### src/rtl/rxf_pkg.sv
package rxf_pkg;
    localparam int PTR_W = 14;
    localparam int LEN_W = 16;

    typedef enum logic [2:0] {
        S_IDLE,
        S_DATA,
        S_DECIDE,
        S_PAD,
        S_HDR
    } rx_state_e;

    typedef struct packed {
        rx_state_e        st;
        logic [PTR_W-1:0] wp;
        logic [LEN_W-1:0] cnt;
        logic [LEN_W-1:0] room;
        logic             en;
        logic [1:0]       hsel;
        logic             irq;
        logic             s_grp;
        logic             s_short;
    } rx_regs_t;

    typedef struct packed {
        logic [31:0] crc;
        logic        hit;
        logic        grp;
    } flt_regs_t;
endpackage

### src/rtl/rxf_addr_filter.sv
module rxf_addr_filter
    import rxf_pkg::*;
#(
    parameter logic [31:0] POLY = 32'h04C11DB7
) (
    input  logic        clk,
    input  logic        rst_n,
    input  logic        take_i,
    input  logic [2:0]  idx_i,
    input  logic [7:0]  data_i,
    input  logic [47:0] station_i,
    output logic        group_o,
    output logic        uni_hit_o,
    output logic [5:0]  hash_o
);
    flt_regs_t q, d;
    logic [7:0]  sta_byte;
    logic [31:0] crc_in;
    logic        hit_in;

    function automatic logic [31:0] crc_byte(input logic [31:0] c, input logic [7:0] b);
        logic [31:0] r;
        r = c;
        for (int k = 0; k < 8; k++) begin
            if (r[31] ^ b[k]) r = {r[30:0], 1'b0} ^ POLY;
            else              r = {r[30:0], 1'b0};
        end
        return r;
    endfunction

    always_comb begin
        d        = q;
        sta_byte = station_i[{idx_i, 3'b000} +: 8];
        crc_in   = (idx_i == 3'd0) ? 32'hFFFF_FFFF : q.crc;
        hit_in   = (idx_i == 3'd0) ? 1'b1 : q.hit;
        if (take_i) begin
            d.crc = crc_byte(crc_in, data_i);
            d.hit = hit_in && (data_i == sta_byte);
            if (idx_i == 3'd0) d.grp = data_i[0];
        end
    end

    always_ff @(posedge clk) begin
        if (!rst_n) begin
            q.crc <= '1;
            q.hit <= 1'b0;
            q.grp <= 1'b0;
        end else begin
            q <= d;
        end
    end

    assign group_o   = q.grp;
    assign uni_hit_o = q.hit;
    assign hash_o    = q.crc[31:26];
endmodule

### src/rtl/rxf_ring_gap.sv
module rxf_ring_gap
    import rxf_pkg::*;
#(
    parameter int RING_BASE = 3072,
    parameter int RING_END  = 16384
) (
    input  logic [PTR_W-1:0] wp_i,
    input  logic [PTR_W-1:0] rd_i,
    output logic [LEN_W-1:0] gap_o
);
    localparam int RING = RING_END - RING_BASE;

    logic [PTR_W-1:0] fwd;
    logic [PTR_W-1:0] back;

    always_comb begin
        fwd  = rd_i - wp_i;
        back = wp_i - rd_i;
        if (rd_i > wp_i) gap_o = LEN_W'(fwd);
        else             gap_o = LEN_W'(RING) - LEN_W'(back);
    end
endmodule

### src/rtl/rxf_ring_add.sv
module rxf_ring_add
    import rxf_pkg::*;
#(
    parameter int RING_BASE = 3072,
    parameter int RING_END  = 16384
) (
    input  logic [PTR_W-1:0] base_i,
    input  logic [LEN_W:0]   off_i,
    output logic [PTR_W-1:0] addr_o
);
    localparam int RING = RING_END - RING_BASE;
    localparam int SW   = LEN_W + 2;

    logic [SW-1:0] sum;
    logic [SW-1:0] wrapped;

    always_comb begin
        sum = SW'(base_i) + SW'(off_i);
        if (sum >= SW'(RING_END)) wrapped = sum - SW'(RING);
        else                      wrapped = sum;
    end

    generate
        if (RING_END == (1 << PTR_W)) begin : g_pow2_end
            assign addr_o = wrapped[PTR_W-1:0];
        end else begin : g_gen_end
            assign addr_o = (wrapped >= SW'(RING_END)) ? PTR_W'(RING_BASE) : wrapped[PTR_W-1:0];
        end
    endgenerate
endmodule

### src/rtl/rxf_ring_writer.sv
module rxf_ring_writer
    import rxf_pkg::*;
#(
    parameter int RING_BASE = 3072,
    parameter int RING_END  = 16384,
    parameter int MIN_LEN   = 64,
    parameter int MAX_LEN   = 1522,
    parameter int ROOM      = 1522
) (
    input  logic             clk,
    input  logic             rst_n,
    input  logic             cfg_enable,
    input  logic             cfg_promisc,
    input  logic             cfg_all_group,
    input  logic             cfg_keep_short,
    input  logic             cfg_drop_long,
    input  logic [47:0]      station_addr,
    input  logic [63:0]      group_table,
    input  logic [PTR_W-1:0] rd_ptr,
    input  logic             stat_clr,
    input  logic             in_valid,
    input  logic [7:0]       in_data,
    input  logic             in_last,
    output logic             in_ready,
    output logic             mem_we,
    output logic [PTR_W-1:0] mem_addr,
    output logic [7:0]       mem_wdata,
    output logic [PTR_W-1:0] wr_ptr,
    output logic             rx_irq,
    output logic             stat_group,
    output logic             stat_short
);
    localparam int         HDR_LEN  = 4;
    localparam int         ADDR_LEN = 6;
    localparam logic [LEN_W:0] HDR_OFF = (LEN_W+1)'(HDR_LEN);

    rx_regs_t q, d;

    logic [LEN_W-1:0] gap;
    logic [LEN_W-1:0] stored;
    logic [LEN_W:0]   foot;
    logic [LEN_W:0]   byte_off;
    logic [LEN_W:0]   off_c;
    logic [PTR_W-1:0] next_wp;
    logic             take;
    logic [2:0]       tidx;
    logic             f_group, f_hit;
    logic [5:0]       f_hash;
    logic             addr_ok, short_ok, long_ok, size_ok, fits, keep, short_flag;
    logic             ready_c, we_c;
    logic [7:0]       wd_c;
    logic             idle_w;

    rxf_addr_filter u_filter (
        .clk       (clk),
        .rst_n     (rst_n),
        .take_i    (take),
        .idx_i     (tidx),
        .data_i    (in_data),
        .station_i (station_addr),
        .group_o   (f_group),
        .uni_hit_o (f_hit),
        .hash_o    (f_hash)
    );

    rxf_ring_gap #(.RING_BASE(RING_BASE), .RING_END(RING_END)) u_gap (
        .wp_i  (q.wp),
        .rd_i  (rd_ptr),
        .gap_o (gap)
    );

    rxf_ring_add #(.RING_BASE(RING_BASE), .RING_END(RING_END)) u_wr_addr (
        .base_i (q.wp),
        .off_i  (off_c),
        .addr_o (mem_addr)
    );

    rxf_ring_add #(.RING_BASE(RING_BASE), .RING_END(RING_END)) u_commit (
        .base_i (q.wp),
        .off_i  (foot),
        .addr_o (next_wp)
    );

    // Decision terms, all taken from registered state after the last byte
    always_comb begin
        stored     = (q.cnt < LEN_W'(MIN_LEN)) ? LEN_W'(MIN_LEN) : q.cnt;
        foot       = HDR_OFF + (LEN_W+1)'(stored) + (LEN_W+1)'(stored[0]);
        byte_off   = HDR_OFF + (LEN_W+1)'(q.cnt);
        addr_ok    = cfg_promisc ||
                     (f_group ? (cfg_all_group || group_table[f_hash]) : f_hit);
        size_ok    = q.cnt >= LEN_W'(ADDR_LEN);
        short_ok   = (q.cnt >= LEN_W'(MIN_LEN)) || cfg_keep_short;
        long_ok    = !(cfg_drop_long && (q.cnt > LEN_W'(MAX_LEN)));
        fits       = foot < {1'b0, q.room};
        keep       = q.en && size_ok && addr_ok && short_ok && long_ok && fits;
        short_flag = q.en && size_ok && addr_ok && !short_ok;
    end

    always_comb begin
        d       = q;
        ready_c = 1'b0;
        we_c    = 1'b0;
        off_c   = '0;
        wd_c    = 8'h00;
        take    = 1'b0;
        tidx    = 3'd0;

        if (stat_clr) begin
            d.irq     = 1'b0;
            d.s_grp   = 1'b0;
            d.s_short = 1'b0;
        end

        case (q.st)
            S_IDLE: begin
                ready_c = !cfg_enable || (gap > LEN_W'(ROOM));
                off_c   = HDR_OFF;
                wd_c    = in_data;
                if (in_valid && ready_c) begin
                    d.en   = cfg_enable;
                    d.room = gap;
                    d.cnt  = LEN_W'(1);
                    take   = 1'b1;
                    we_c   = cfg_enable && (HDR_OFF < {1'b0, gap});
                    d.st   = in_last ? S_DECIDE : S_DATA;
                end
            end
            S_DATA: begin
                ready_c = 1'b1;
                off_c   = byte_off;
                wd_c    = in_data;
                if (in_valid) begin
                    we_c = q.en && (byte_off < {1'b0, q.room});
                    take = q.cnt < LEN_W'(ADDR_LEN);
                    tidx = q.cnt[2:0];
                    if (q.cnt != '1) d.cnt = q.cnt + LEN_W'(1);
                    if (in_last) d.st = S_DECIDE;
                end
            end
            S_DECIDE: begin
                if (short_flag) d.s_short = 1'b1;
                d.hsel = 2'd0;
                if (!keep)                          d.st = S_IDLE;
                else if (q.cnt < LEN_W'(MIN_LEN))   d.st = S_PAD;
                else                                d.st = S_HDR;
            end
            S_PAD: begin
                off_c = byte_off;
                wd_c  = 8'h00;
                we_c  = 1'b1;
                d.cnt = q.cnt + LEN_W'(1);
                if (q.cnt == LEN_W'(MIN_LEN - 1)) d.st = S_HDR;
            end
            S_HDR: begin
                off_c = (LEN_W+1)'(q.hsel);
                we_c  = 1'b1;
                case (q.hsel)
                    2'd0:    wd_c = 8'h01;
                    2'd1:    wd_c = 8'h00;
                    2'd2:    wd_c = stored[7:0];
                    default: wd_c = stored[15:8];
                endcase
                d.hsel = q.hsel + 2'd1;
                if (q.hsel == 2'd3) begin
                    d.wp  = next_wp;
                    d.irq = 1'b1;
                    if (f_group && !cfg_promisc) d.s_grp = 1'b1;
                    d.st  = S_IDLE;
                end
            end
            default: d.st = S_IDLE;
        endcase
    end

    always_ff @(posedge clk) begin
        if (!rst_n) begin
            q.st      <= S_IDLE;
            q.wp      <= PTR_W'(RING_BASE);
            q.cnt     <= '0;
            q.room    <= '0;
            q.en      <= 1'b0;
            q.hsel    <= 2'd0;
            q.irq     <= 1'b0;
            q.s_grp   <= 1'b0;
            q.s_short <= 1'b0;
        end else begin
            q <= d;
        end
    end

    assign idle_w     = (q.st == S_IDLE);
    assign in_ready   = ready_c;
    assign mem_we     = we_c;
    assign mem_wdata  = wd_c;
    assign wr_ptr     = q.wp;
    assign rx_irq     = q.irq;
    assign stat_group = q.s_grp;
    assign stat_short = q.s_short;
endmodule

### config.mk
export PLATFORM = sky130hd
export DESIGN_NAME = rxf_ring_writer
export DESIGN_NICKNAME = d
export VERILOG_FILES = /design/src/rtl/rxf_pkg.sv /design/src/rtl/rxf_addr_filter.sv /design/src/rtl/rxf_ring_gap.sv /design/src/rtl/rxf_ring_add.sv /design/src/rtl/rxf_ring_writer.sv
export SDC_FILE = /design/constraint.sdc
export NUM_CORES = 1
export LEC_CHECK = 0
export BUFFER_PORTS_ARGS = -buffer_cell sky130_fd_sc_hd__buf_4
export CORE_UTILIZATION = 53
export DETAILED_ROUTE_END_ITERATION = 10
export PLACE_DENSITY = 0.78
export RECOVER_POWER = 25
export SETUP_SLACK_MARGIN = 0.5
export SKIP_CTS_REPAIR_TIMING = 1
export SLEW_MARGIN = 20
export SYNTH_ARGS = -nofsm -noshare
export SYNTH_HDL_FRONTEND = slang
export SYNTH_SLANG_ARGS = --single-unit
### constraint.sdc
create_clock -name clk -period 5.1 [get_ports clk]
set_input_delay 0.765 -clock clk [delete_from_list [all_inputs] [get_ports clk]]
set_output_delay 0.765 -clock clk [all_outputs]
set_load 0.05 [all_outputs]
# Yosys cells after proc, flatten, opt, wreduce, memory -nomap -nowiden
# Cells that the tools add are included.
# classes
addsub	12
mul	0
div_mod_pow	0
n_lt_le_gt_ge	13
n_eq_ne	16
shift	1
mux	56
n_bitwise	16
reduce_logical	33
# ops
operator	count
$mux 32	8
$mux 27	8
$not 14->14	8
$mux 16	4
$pmux 17 s3	1
$pmux 16 s3	1
$shiftx 48x7->8	1
$add 14x17->18	2
$ge 18x15->1 const B	2
$add 3x16->17 const A	2
$lt 17x16->1	2
$mux 33	1
$gt 16x11->1 const B	2
$mux 14	2
$sub 14x14->14	2
$sub 14x14->14 const B	2
$mux 3	9
$pmux 8 s3	1
$add 17x1->17	1
$mux 17	1
$add 16x1->16 const B	1
$eq 16x6->1 const B	1
$ge 16x3->1 const B	1
$ge 16x7->1 const B	1
other kinds (36)	83
# word_totals
ff_bits	89
latchBits	0
mem_bits_rw	0
romBits	0
out_inout_bits	41
word_cells	159
n_memories	0

# Longest topological paths before layout
# depth
depth_word	29
ltp_mapped	23
ltp_nobuf	21

# Cells and area by module
# A second synthesis with hierarchy kept.
# unflattened
hier_cells	1490
area_unflattened_um2	11631.2
# by_module_without_submodules
mod	instances	cells_per_inst	area_per_inst_um2
rxf_ring_writer	1	621	4868.4
rxf_addr_filter	1	364	3010.4
rxf_ring_gap	1	289	2063.2
rxf_ring_add	2	108	844.6

# Worst setup path before layout
# Ideal clock, no wire load.
# synth_timing
path_type	input port to output port
from	input port rd_ptr[0]
to	output port mem_we
arrival_time_ps	4365
setup_slack_ps	-30
cell_stages	15
n_path_buf	1
cell_sequence	inv_1 fa_1 a211oi_2 or4b_1 o211ai_1 a31oi_1 or4b_4 o21ai_2 xor2_1 o211ai_1 nor4b_4 nor2_1 buf_2 nand3_1 o2111ai_1
# synth_between
elab_chain_cells	8
elab_cells_between_ends	12
classes_between	add/sub: 3; order compare: 3; mux: 3; reduce/logical: 3
# synth_rtl
item	line	source
start: declaration	rxf_ring_writer.sv:19	input logic [PTR_W-1:0] rd_ptr,
$sub 14x14->14	rxf_ring_gap.sv:18	back = wp_i - rd_i;
$sub 14x14->15	rxf_ring_gap.sv:20	else gap_o = LEN_W'(RING) - LEN_W'(back);
$mux 16 (*)	rxf_ring_gap.sv:19	if (rd_i > wp_i) gap_o = LEN_W'(fwd);
$gt 16x11->1	rxf_ring_writer.sv:116	ready_c = !cfg_enable || (gap > LEN_W'(ROOM));
$logic_or 1x1->1	rxf_ring_writer.sv:116	
$logic_and 1x1->1	rxf_ring_writer.sv:119	if (in_valid && ready_c) begin
$mux 1 (*)	rxf_ring_writer.sv:119	
$pmux 1 s3 (*)	rxf_ring_writer.sv:114	case (q.st)
end: declaration	rxf_ring_writer.sv:25	output logic mem_we,
# Every way passes the cells marked *; elsewhere a longest branch is shown, timed or not.

# Worst setup path in the final report
# layout_timing
from	input port rd_ptr[5]
to	output port mem_we
# Same word-level chain as after synthesis.

==> key figures <==
Outcome
  – Status: finished, violations left
  – Violated checks: capacitance limit, slew limit

Floorplan
  – Site row count: just over 50
  – Die ar.: approximately 20000 µm²
  – Initial core utilization: 0.540
  – Core box area: 19500 µm²
  – Die Y: 143 µm
  – I/O pins: 185
  – Die Wd: 143 µm

Clock network
  – CTS Root Cell: clkbuf_16
  – CTS Sinks: 87
  – H-Tree Depth: 3
  – Deepest clock path buffer count: 2
  – CTS tree: done
  – Worst skew pair latency: 370 ps
  – Worst-path clk slew: 70 ps
  – Total CTS buffers: 9

STA
  – Maximum operating frequency: 207 MHz
  – Final worst slack: 272 ps
  – Pins over their slew limit: 48
  – Max Clock Skew: between 15 and 20 ps
  – RSZ-0062 raised after global routing: yes
  – Worst slew pin tran: 2300 ps
  – Max-slew headroom: -0.531
  – Final worst path period share: 0.947
  – Final setup vio count: 0
  – Minimum clock period: approximately 4800 ps
  – Final hold vios: 0

Worst setup path
  – WS Path Type: input port to primary output
  – Crit Path Max Fanout: 16
  – Most frequent CP cell: buf_4
  – Worst R2R End: wr_ptr[10]$_SDFFE_PN1P_
  – Critical path data required time: 4340 ps
  – Worst path cell trace: buf_4 > inv_1 > ha_1 > buf_4 > nand3_1 > o41ai_4 > a2111oi_4 > a31oi_4 > buf_12 > a211o_1 > o31ai_2 > o21bai_1 > nor4b_4 > nor2_2 > nand3_2 > o2111ai_4 > buf_6
  – Worst setup EP type: primary output
  – CP max stage delay: 430 ps
  – Slowest-stage cell, CP: a2111oi_4
  – Flop-to-flop setup slack: 350 ps
  – CP Launch Type: input port
  – Crit path DAT: 4060 ps
  – Reg2Reg Depth: 20
  – R2R Path Start: q[35]$_SDFFE_PN0P_

Synth
  – Post-synthesis cell area: 10500 µm²
  – Yosys warns: 0
  – Synth async-reset ratio: 0
  – EDFF count, synth: 0
  – Cells after Synth: ~1300
  – Post-synthesis sequential area ratio: 0.166
  – Synth unique cells: 81
  – Synth Register Bits: 87
  – Top FF cell, synth: dfxtp_1
  – Syn_area_per_cell: 7.80 µm²

Drt
  – Via density: 5.90
  – Routed WL per cell: around 18 µm
  – TritonRoute pass-1 iters: 8
  – ANT nets after route: 0
  – # DRC: 0
  – Final wirelength: 32.6 mm
  – Vias after detailed routing: 10700
  – Initial DRC count: approximately 910

GRT
  – Antenna violations before repair: 0
  – Largest net degree at the start of global routing: 48
  – First-pass GRT wire length: between 40 and 50 mm
  – Global route total overflow: 0
  – Number of global-route vias before repair: 9866
  – Total track usage: 0.306

Hold path
  – Worst-case hold path end point: u_filter.uni_hit_o$_SDFFE_PN0P_
  – Worst Hold Class: flip-flop to flip-flop
  – Min-Delay Path Depth: 2
  – Hold Crit Start: u_filter.uni_hit_o$_SDFFE_PN0P_

Power
  – Tot Pwr: 0.00263 W
  – Leakage power: 5.90 nW
  – Worst VDD drop: roughly 0.20 mV
  – PwrDens: between 150 and 200 nW/µm²

Final layout
  – Nets: around 1800
  – Multi-input logic area: 8590 µm²
  – FF/Latch Area: 1770 µm²
  – Most frequent cells in the layout: buf_4 (246), nor2_1 (134), xnor2_1 (110)
  – Most common cell after layout, fill and taps aside: buf_4
  – Layout cell share with drive strength beyond 1: 0.285
  – Antenna cell count: 0
  – Synthesis-to-layout area growth: 28.1%
  – Core Util, Final: 0.692
  – Fill cell count: 1541

Placed design
  – Port Buffer Count: about 180
  – Placement Setup Slack: -18.3 ps
  – Detail Placement HPWL: 24.6 mm
  – Routability cong.: 0.948

Run
  – MaxCap Viol Count: 1
[synth_stat cells (6+ instances only)]
cell type  count  share of area
nand2_1      107          0.038
clkbuf_1      51          0.018
o22ai_1       10         0.0059
a21boi_0       6         0.0043
ha_1          97           0.12
nor3_1        27          0.013
buf_2         18         0.0086
a31oi_1       10         0.0059
o211ai_1       8         0.0057
mux2i_1       55          0.052
a211oi_1      29          0.021
and2_1        17          0.010
nor2_1       145          0.052
a21o_1        19          0.014
buf_1          9         0.0032
inv_1         85          0.030
nand4_1        9         0.0054
nand3b_1       6         0.0043
nand3_1       30          0.014
o21ai_0       49          0.023
dfxtp_1       87           0.17
nor2b_1       14         0.0083
xor2_1        59          0.049
o21a_1        11         0.0079
and3_1        15         0.0089
nor3b_1        7         0.0050
xnor2_1      114          0.095
nand2b_1       8         0.0048
mux4_2        21          0.045
buf_4         16          0.011
a21oi_1       85          0.040
o21bai_1       9         0.0064
[worst max-delay path by stage]
stage,slack [ps],cells after the start,start,endpoint
5_1_grt,170,17,q[53]$_SDFFE_PN0P_,mem_addr[13]
4_1_cts,-300,17,q[53]$_SDFFE_PN0P_,mem_addr[13]
3_5_place_dp,-20,17,rd_ptr[1],in_ready
6_report,270,17,rd_ptr[5],mem_we
2_1_floorplan,340,15,rd_ptr[1],mem_we
3_3_place_gp,9,17,rd_ptr[2],mem_we
[flip-flops by register name, summed over array words and instances, names as in the netlist]
register and cells:
u_filter.q 26, u_filter.uni_hit_o 1, stat_group 1, u_filter.group_o 1, stat_short 1, wr_ptr 13, u_filter.hash_o 6, q 37
rx_irq 1
[logic make-up after synthesis]
family	share of synthesized area
AND/OR/NAND/NOR	0.181
AO/OA/AOI/OAI	0.205
buffers and inverters	0.0760
XOR/XNOR	0.147
adder cells (fa/ha/maj)	0.123
flip-flops	0.166
multiplexers	0.102
other	0.000714
[worst max-delay path, delay by kind of cell]
kind / cells / cell delay [ps]
AOI/OAI and AO/OA: 7 / 1610
buffers and inverters: 5 / 700
and+or+nand+nor: 4 / 620
adders and majority gates: 1 / 360
[routing by layer]
metal	track usage	up-vias	routed length, µm
li1	-	5094	-
met1	0.375	5077	13100
met2	0.538	445	16300
met3	0.0530	86	2180
met4	0.101	0	982
met5	0	-	0
[through the flow]
stage	hold slack [ps]	instances	area [µm²]	setup TNS, ps
after floorplan	432	1350	10600	0
after global placement	444	1772	12400	0
after detailed placement	450	1772	12400	-18.3
after CTS	464	1788	12800	-786
after global routing	483	1815	13500	0
final	466	1815	13500	0
[final cells by class]
type | instances | share of cell area
repair buffers | 282 | 0.159
multi-input cells | 1080 | 0.638
flip-flops and latches | 87 | 0.131
clock inverters | 7 | 0.00632
clock buffers | 9 | 0.0167
inverters | 85 | 0.0241
well taps | 265 | 0.0246
[power by group]
part           switching, W  internal [W]
Clock              0.000329      0.000392
Sequential        0.0000536      0.000745
Combinational      0.000586      0.000524
Total              0.000969       0.00166
Note: power is estimated with default switching activity, not from simulation.
